[config.mk]
export PLATFORM = sky130hd
export DESIGN_NAME = evt_cmp_channel
export DESIGN_NICKNAME = d
export VERILOG_FILES = /design/src/rtl/evt_pkg.sv /design/src/rtl/evt_ctl_reg.sv /design/src/rtl/evt_cmp_store.sv /design/src/rtl/evt_match.sv /design/src/rtl/evt_cmp_channel.sv
export SDC_FILE = /design/constraint.sdc
export NUM_CORES = 1
export LEC_CHECK = 0
export BUFFER_PORTS_ARGS = -buffer_cell sky130_fd_sc_hd__buf_2
export CORE_MARGIN = 2
export CORE_UTILIZATION = 30
export CTS_BUF_LIST = sky130_fd_sc_hd__clkbuf_2 sky130_fd_sc_hd__clkbuf_4 sky130_fd_sc_hd__clkbuf_8
export CTS_CLUSTER_DIAMETER = 150
export DETAILED_ROUTE_END_ITERATION = 12
export PLACE_DENSITY_LB_ADDON = 0.05
export SETUP_SLACK_MARGIN = 0.15
export SYNTH_ARGS = -nofsm -noshare
export SYNTH_HDL_FRONTEND = slang
export SYNTH_SLANG_ARGS = --single-unit
[constraint.sdc]
create_clock -name clk -period 4.25 [get_ports clk]
set_clock_uncertainty 0.05 [all_clocks]
set_input_delay 0.85 -clock clk [delete_from_list [all_inputs] [get_ports clk]]
set_output_delay 0.85 -clock clk [all_outputs]
set_load 0.01 [all_outputs]
[src/rtl/evt_pkg.sv]
package evt_pkg;

    localparam int REG_W  = 32;
    localparam int CNT_W  = 64;

    localparam int CTL_EN   = 0;
    localparam int CTL_PER  = 1;
    localparam int CTL_VSET = 2;

    typedef enum logic [1:0] {
        ADR_CTRL   = 2'd0,
        ADR_STAT   = 2'd1,
        ADR_CMP_LO = 2'd2,
        ADR_CMP_HI = 2'd3
    } adr_e;

    typedef struct packed {
        logic vset;
        logic periodic;
        logic en;
    } ctl_t;

    function automatic logic [CNT_W-1:0] width_mask(input bit wide);
        return wide ? {CNT_W{1'b1}} : {{(CNT_W-REG_W){1'b0}}, {REG_W{1'b1}}};
    endfunction

endpackage

[src/rtl/evt_ctl_reg.sv]
module evt_ctl_reg
    import evt_pkg::*;
#(
    parameter bit WIDE = 1'b1
) (
    input  logic       clk,
    input  logic       rst,
    input  logic       wr,
    input  adr_e       addr,
    input  logic [2:0] wbits,
    input  logic       hit,
    output ctl_t       ctl,
    output logic       sts
);

    ctl_t ctl_q;
    logic sts_q;
    logic cmp_wr;

    assign cmp_wr = wr && (addr == ADR_CMP_LO || addr == ADR_CMP_HI);

    always_ff @(posedge clk) begin
        if (rst) begin
            ctl_q <= '0;
        end else if (wr && addr == ADR_CTRL) begin
            ctl_q.en       <= wbits[CTL_EN];
            ctl_q.periodic <= WIDE ? wbits[CTL_PER] : 1'b0;
            ctl_q.vset     <= wbits[CTL_VSET];
        end else if (cmp_wr) begin
            ctl_q.vset <= 1'b0;
        end
    end

    always_ff @(posedge clk) begin
        if (rst) begin
            sts_q <= 1'b0;
        end else if (hit && ctl_q.en) begin
            sts_q <= 1'b1;
        end else if (wr && addr == ADR_STAT && wbits[0]) begin
            sts_q <= 1'b0;
        end
    end

    assign ctl = ctl_q;
    assign sts = sts_q;

endmodule

[src/rtl/evt_cmp_store.sv]
module evt_cmp_store
    import evt_pkg::*;
#(
    parameter bit WIDE = 1'b1
) (
    input  logic             clk,
    input  logic             rst,
    input  logic             wr,
    input  adr_e             addr,
    input  logic [REG_W-1:0] wdata,
    input  ctl_t             ctl,
    input  logic             hit,
    output logic [CNT_W-1:0] cmp_val,
    output logic [CNT_W-1:0] per_val
);

    localparam int CW = WIDE ? CNT_W : REG_W;

    logic [CW-1:0]    cmp_q, per_q;
    logic [CNT_W-1:0] cmp_w, per_w;
    logic             lo_wr, hi_wr, take_cmp;

    assign lo_wr    = wr && addr == ADR_CMP_LO;
    assign hi_wr    = wr && addr == ADR_CMP_HI && WIDE;
    assign take_cmp = ctl.vset || !ctl.periodic;

    always_comb begin
        cmp_w = CNT_W'(cmp_q);
        per_w = CNT_W'(per_q);
        if (hit && ctl.periodic) begin
            cmp_w = cmp_w + per_w;
        end
        if (lo_wr) begin
            per_w[REG_W-1:0] = wdata;
            if (take_cmp) cmp_w[REG_W-1:0] = wdata;
        end
        if (hi_wr) begin
            per_w[CNT_W-1:REG_W] = wdata;
            if (take_cmp) cmp_w[CNT_W-1:REG_W] = wdata;
        end
    end

    always_ff @(posedge clk) begin
        if (rst) begin
            cmp_q <= '1;
            per_q <= '0;
        end else begin
            cmp_q <= cmp_w[CW-1:0];
            per_q <= per_w[CW-1:0];
        end
    end

    assign cmp_val = CNT_W'(cmp_q);
    assign per_val = CNT_W'(per_q);

endmodule

[src/rtl/evt_match.sv]
module evt_match
    import evt_pkg::*;
#(
    parameter bit WIDE = 1'b1
) (
    input  logic             clk,
    input  logic             rst,
    input  logic [CNT_W-1:0] cnt,
    input  logic [CNT_W-1:0] cmp,
    output logic             hit
);

    localparam logic [CNT_W-1:0] MASK = width_mask(WIDE);

    logic hit_q;

    always_ff @(posedge clk) begin
        if (rst) hit_q <= 1'b0;
        else     hit_q <= ((cnt & MASK) == cmp);
    end

    assign hit = hit_q;

endmodule

[src/rtl/evt_cmp_channel.sv]
module evt_cmp_channel
    import evt_pkg::*;
#(
    parameter bit WIDE = 1'b1
) (
    input  logic        clk,
    input  logic        rst,
    input  logic [63:0] main_cnt,
    input  logic        reg_wr,
    input  logic [1:0]  reg_addr,
    input  logic [31:0] reg_wdata,
    output logic [31:0] reg_rdata,
    output logic        irq
);

    adr_e             addr;
    ctl_t             ctl;
    logic             sts_q;
    logic             hit_q;
    logic [CNT_W-1:0] cmp_val, per_val;
    logic             ctl_en, ctl_per, ctl_vset;

    assign addr     = adr_e'(reg_addr);
    assign ctl_en   = ctl.en;
    assign ctl_per  = ctl.periodic;
    assign ctl_vset = ctl.vset;

    evt_match #(.WIDE(WIDE)) u_match (
        .clk (clk),
        .rst (rst),
        .cnt (main_cnt),
        .cmp (cmp_val),
        .hit (hit_q)
    );

    evt_ctl_reg #(.WIDE(WIDE)) u_ctl (
        .clk   (clk),
        .rst   (rst),
        .wr    (reg_wr),
        .addr  (addr),
        .wbits (reg_wdata[2:0]),
        .hit   (hit_q),
        .ctl   (ctl),
        .sts   (sts_q)
    );

    evt_cmp_store #(.WIDE(WIDE)) u_store (
        .clk     (clk),
        .rst     (rst),
        .wr      (reg_wr),
        .addr    (addr),
        .wdata   (reg_wdata),
        .ctl     (ctl),
        .hit     (hit_q),
        .cmp_val (cmp_val),
        .per_val (per_val)
    );

    always_comb begin
        unique case (addr)
            ADR_CTRL:   reg_rdata = {29'd0, ctl_vset, ctl_per, ctl_en};
            ADR_STAT:   reg_rdata = {31'd0, sts_q};
            ADR_CMP_LO: reg_rdata = cmp_val[31:0];
            ADR_CMP_HI: reg_rdata = cmp_val[63:32];
            default:    reg_rdata = '0;
        endcase
    end

    assign irq = sts_q;

endmodule

======== Word-level counts from Yosys, hierarchy flattened ========
Cells that the tools add are included.
operators by class
  muxes and demuxes ....................... 10
  eq/ne operators ......................... 4
  add/subtract/negate cells ............... 1
  reduce and logical (&&, ||, !) cells .... 14
operator list
  kind                                           count
  2-to-1 mux 32 bit                              4
  one-hot mux 32 bit (4 select lines)            1
  adder 64 bit                                   1
  == test 64 bit                                 1
  2-to-1 mux 64 bit                              1
  logical AND 1 bit                              8
  == test 2 bit, second input constant           2
  2-to-1 mux 1 bit                               4
  nonzero test 2 bit                             2
  == test 2 x 1 -> 1 bit, second input constant  1
  zero test 2 bit                                1
  logical OR 1 bit                               2
  zero test 1 bit                                1
word-level totals
  register bits ........................... 133
  word-level logic and storage cells ...... 37
  output and inout port bits .............. 33
  bits of input ports ..................... 101

======== Logic depth before layout (Yosys ltp) ========
  word-level depth ........................ 5
  depth in mapped cells ................... 13
  gate-level depth less buffers ........... 13

======== Cells and area by module ========
From an unflattened synthesis, not the netlist that was laid out.
second synthesis, totals
  cells, all modules ...................... 1384
  area, all modules ....................... 10344.9 um2
modules (own cells, without submodules)
  module           cells an instance  instances  sequential area each (um2)  area an instance (um2)
  evt_cmp_store    1201               1          2562.5                      8828.5
  evt_match        93                 1          20.0                        749.5
  evt_cmp_channel  73                 1          0.0                         595.6
  evt_ctl_reg      17                 1          80.1                        171.4

======== Least setup slack after synthesis ========
No wires, ideal clock.
  kind .................................... register -> register
  start ................................... register u_store.cmp_q[0], in the netlist u_store.cmp_val[0]
  end ..................................... register u_store.cmp_q[62], in the netlist u_store.cmp_val[62]
  data arrival time ....................... 3153 ps
  data required time ...................... 4076 ps
  setup time .............................. 124 ps
  period minus slack after synthesis ...... 3327 ps
  setup slack ............................. 923 ps
  buffers on the path ..................... 0
  stages on the path, launching flop included .. 14
  path through ............................ dfxtp_1 -> ha_1 -> fa_1 -> a21o_1 -> a311o_1 -> a221oi_2 -> a21oi_1 -> a21oi_2 -> o21ai_1 -> a21oi_1 -> nor2_1 -> a311oi_1 -> xor2_1 -> o21ai_1
on the way
  word-level cells in the longest chain between the ends .. 4
RTL lines
  what                      RTL line             RTL
  start: declaration        evt_cmp_store.sv:19  logic [CW-1:0] cmp_q, per_q;
  start signal: assignment  evt_cmp_store.sv:48  cmp_q <= cmp_w[CW-1:0];
  adder 64 bit (*)          evt_cmp_store.sv:31  cmp_w = cmp_w + per_w;
  2-to-1 mux 64 bit (*)     evt_cmp_store.sv:30  if (hit && ctl.periodic) begin
  2-to-1 mux 32 bit         evt_cmp_store.sv:39  if (take_cmp) cmp_w[CNT_W-1:REG_W] = wdata;
  2-to-1 mux 32 bit (*)     evt_cmp_store.sv:37  if (hi_wr) begin
Mark *: on every way between the ends. The rest lies on a longest branch, timed or not.
A chain may end at the register's enable or synchronous reset.

======== Final worst setup path ========
Ends and elaborated chain as after synthesis.

==> flow_summary.toml <==
[synth]
yosys-top-cells-area = "dfxtp_1 (26%), nand2_1 (9.2%), a21oi_1 (9.1%), ha_1 (7.7%), xnor2_1 (4.5%)"
postSynthCellCount = 1375
netlist_area_um2 = 10200
synth_cell_types = 69
ys_seq_area_share_pct = 26.0
avgSynthCellArea_um2 = 7.44
async_flop_share_pct = 0
synth_flop_cell = "dfxtp_1"
synth_edf_count = 0
yosys_warnings = 0
synthesis.nets = 1540
ys_ff_latch = 133
yosysTopAreaCellShare_pct = 26.0
synth_top_cell_by_area = "dfxtp_1"

[clocking]
cts_buffer_depth = 2
tritoncts = "yes"
numCtsBuffers = 17
root_buffer = "clkbuf_8"
worstSkewPairLatency_ps = 500
h-tree-depth = 4
clk_pin_slew_ps = 90
cts_hold_buf = 0
cts.sinks = 133

[placement]
dpl.hpwl_um = 35300
numPortBuffers = 133
place_inst = 1891
routabilityCongestion = 0.896

[floorplan]
start_util_pct = 30.5
core_um2 = 33500
die_w_um = 189
dieArea_um2 = 35600
die_h_um = 189
io-pin-count = 134
num_rows = 67

[final_layout]
finalNetCount = 1629
layout_commonest_cell = "nand2_1"
layout_common_cells = "nand2_1 (250), a21oi_1 (184), dfxtp_1 (133)"
final_cell_count_no_fill = 1924
drive_gt1_share_pct = 14.5
diodes = 0
area_growth_pct = 14.5

[route]
vias_per_cell = 5.43
wl_per_cell_um = 23.8
drt_wl_total_um = 45700
ant_nets = 0
vias = 10500
post-route-drc-count = 0
drt_iter0_markers = 896
dr.pass1.iters = 7

[setup_path]
ff2ff_path_depth = 13
required_ps = 4590
path_class = "reg2reg"
worstSetupEndpointType = "flop"
ff2ff_setup_slack_ps = 300
start_kind = "flop"
crit_start = "u_store.cmp_val[0]$_SDFF_PP1_"
rr_startpoint = "u_store.cmp_val[0]$_SDFF_PP1_"
crit_path_end = "u_store.cmp_val[62]$_SDFF_PP1_"
crit_arrival_ps = 4280
worstPathMaxFanout = 4
r2r_end = "u_store.cmp_val[62]$_SDFF_PP1_"

[sta]
worst_pin_slew_ps = 964
fin_setup_tns_ps = 0
setup_viol = 0
fmax_mhz = 253
rsz0062_at_grt = "no"
timing.final.crit_share_pct = 92.9
slew_headroom_pct = 35.8
hold_viol = 0
period_needed_ps = 3950
fin_hold_ws_ps = 413
final-max-slew-violation-count = 0

[flow_run]
maxCapViolCount = 0

[global_route]
gr-total-overflow = 0
grt_pass1_wl_um = 66700
grt_pass1_vias = 9905
track_usage_pct = 25.5
grt_max_degree = 63
grt_antenna_before_repair = 2

[power]
ir_worst_vdd_uv = 197
power_density_nw_per_um2 = 327
power_leakage_uw = 0.00523

[min_path]
min_from = "u_store.per_val[52]$_SDFFE_PP0P_"
hold_class = "reg2reg"

[run_status]
status = "complete, no violations"
-- routing by layer --
metal | global-route usage, % | share of wire, %
met1 | 34.5 | 47
met2 | 40.6 | 44
met3 | 4.23 | 5.4
met4 | 9.89 | 3.4
met5 | 0 | 0
-- what timing repair did --
item                                   CTS  global route
gates resized for setup                  0             1
setup buffers                            0             2
setup endpoints to repair                0             5
endpoints found under the hold margin    0             0
-- cell usage after synthesis (24+ instances only) --
master	instances
xnor2_1	52
nand4_1	26
nor2b_1	33
a21o_1	43
clkbuf_1	83
dfxtp_1	133
nor2_1	59
inv_1	36
ha_1	63
xor2_1	47
o21ai_0	32
mux2i_1	31
o21ai_1	24
nand2_1	251
a21oi_1	185
-- final cells by class --
| cell class | count | area (µm²) |
|---|---|---|
| clock buffer | 23 | 304 |
| clock inverter | 8 | 98.8 |
| fill | 3745 | 21800 |
| inverter | 36 | 135 |
| multi-input combinational | 1118 | 7090 |
| sequential | 133 | 2660 |
| tap | 448 | 561 |
| timing repair buffer | 158 | 868 |
-- how the worst min path moves through the flow --
stage / endpoint / slack, ps / depth (start not counted)
after global placement: u_store.per_val[35]$_SDFFE_PP0P_ / 400 / 2
after CTS: u_store.per_val[15]$_SDFFE_PP0P_ / 410 / 2
after detailed placement: u_store.per_val[0]$_SDFFE_PP0P_ / 400 / 2
final: u_store.per_val[52]$_SDFFE_PP0P_ / 410 / 2
after global routing: u_store.per_val[52]$_SDFFE_PP0P_ / 430 / 2
after floorplan: u_store.per_val[0]$_SDFFE_PP0P_ / 390 / 2
-- critical path: stages, from the launching register on --
cell and delay [ps]:
dfxtp_1 350, ha_1 230, fa_1 410, a21o_1 240, a311o_1 390, a221oi_2 460
a21oi_1 200, a21oi_2 260, o21ai_1 230, a21oi_2 300, nor2_1 100, a311oi_1 360
xor2_1 170, o21ai_1 80
-- state kept, by name, indices dropped and copies added, names as in the netlist --
| register | flops |
|---|---|
| u_ctl.ctl | 3 |
| u_match.hit | 1 |
| u_ctl.sts | 1 |
| u_store.per_val | 64 |
| u_store.cmp_val | 64 |
-- cells by family (layout without fill, tap and decap cells) --
| family | count (synthesis) | in the layout | share of synthesized area [%] |
|---|---|---|---|
| DFF | 133 | 133 | 26.0 |
| muxes | 34 | 34 | 3.47 |
| adders and majority gates | 64 | 64 | 7.90 |
| AOI/OAI and AO/OA | 446 | 446 | 28.2 |
| and+or+nand+nor | 475 | 475 | 21.1 |
| buffers and inverters | 124 | 225 | 4.83 |
| xor gates and xnor gates | 99 | 99 | 8.48 |
-- stage by stage --
step | util [%] | cell area (µm²) | total power [µW] | setup slack, ps
detailed placement | 33.7 | 11300 | 2680 | 246
finish | 34.9 | 11700 | 3830 | 302
global route | 34.9 | 11700 | 4030 | 156
global placement | 33.7 | 11300 | 2690 | 417
CTS | 34.9 | 11700 | 3850 | 224
floorplan | - | 10200 | 2240 | 923
-- where the power goes --
part / total (µW) / internal, µW / switching (µW)
clock network: 1160 / 591 / 564
registers: 1350 / 1290 / 59.6
logic: 1330 / 520 / 808
Note: power is estimated with default switching activity, not from simulation.
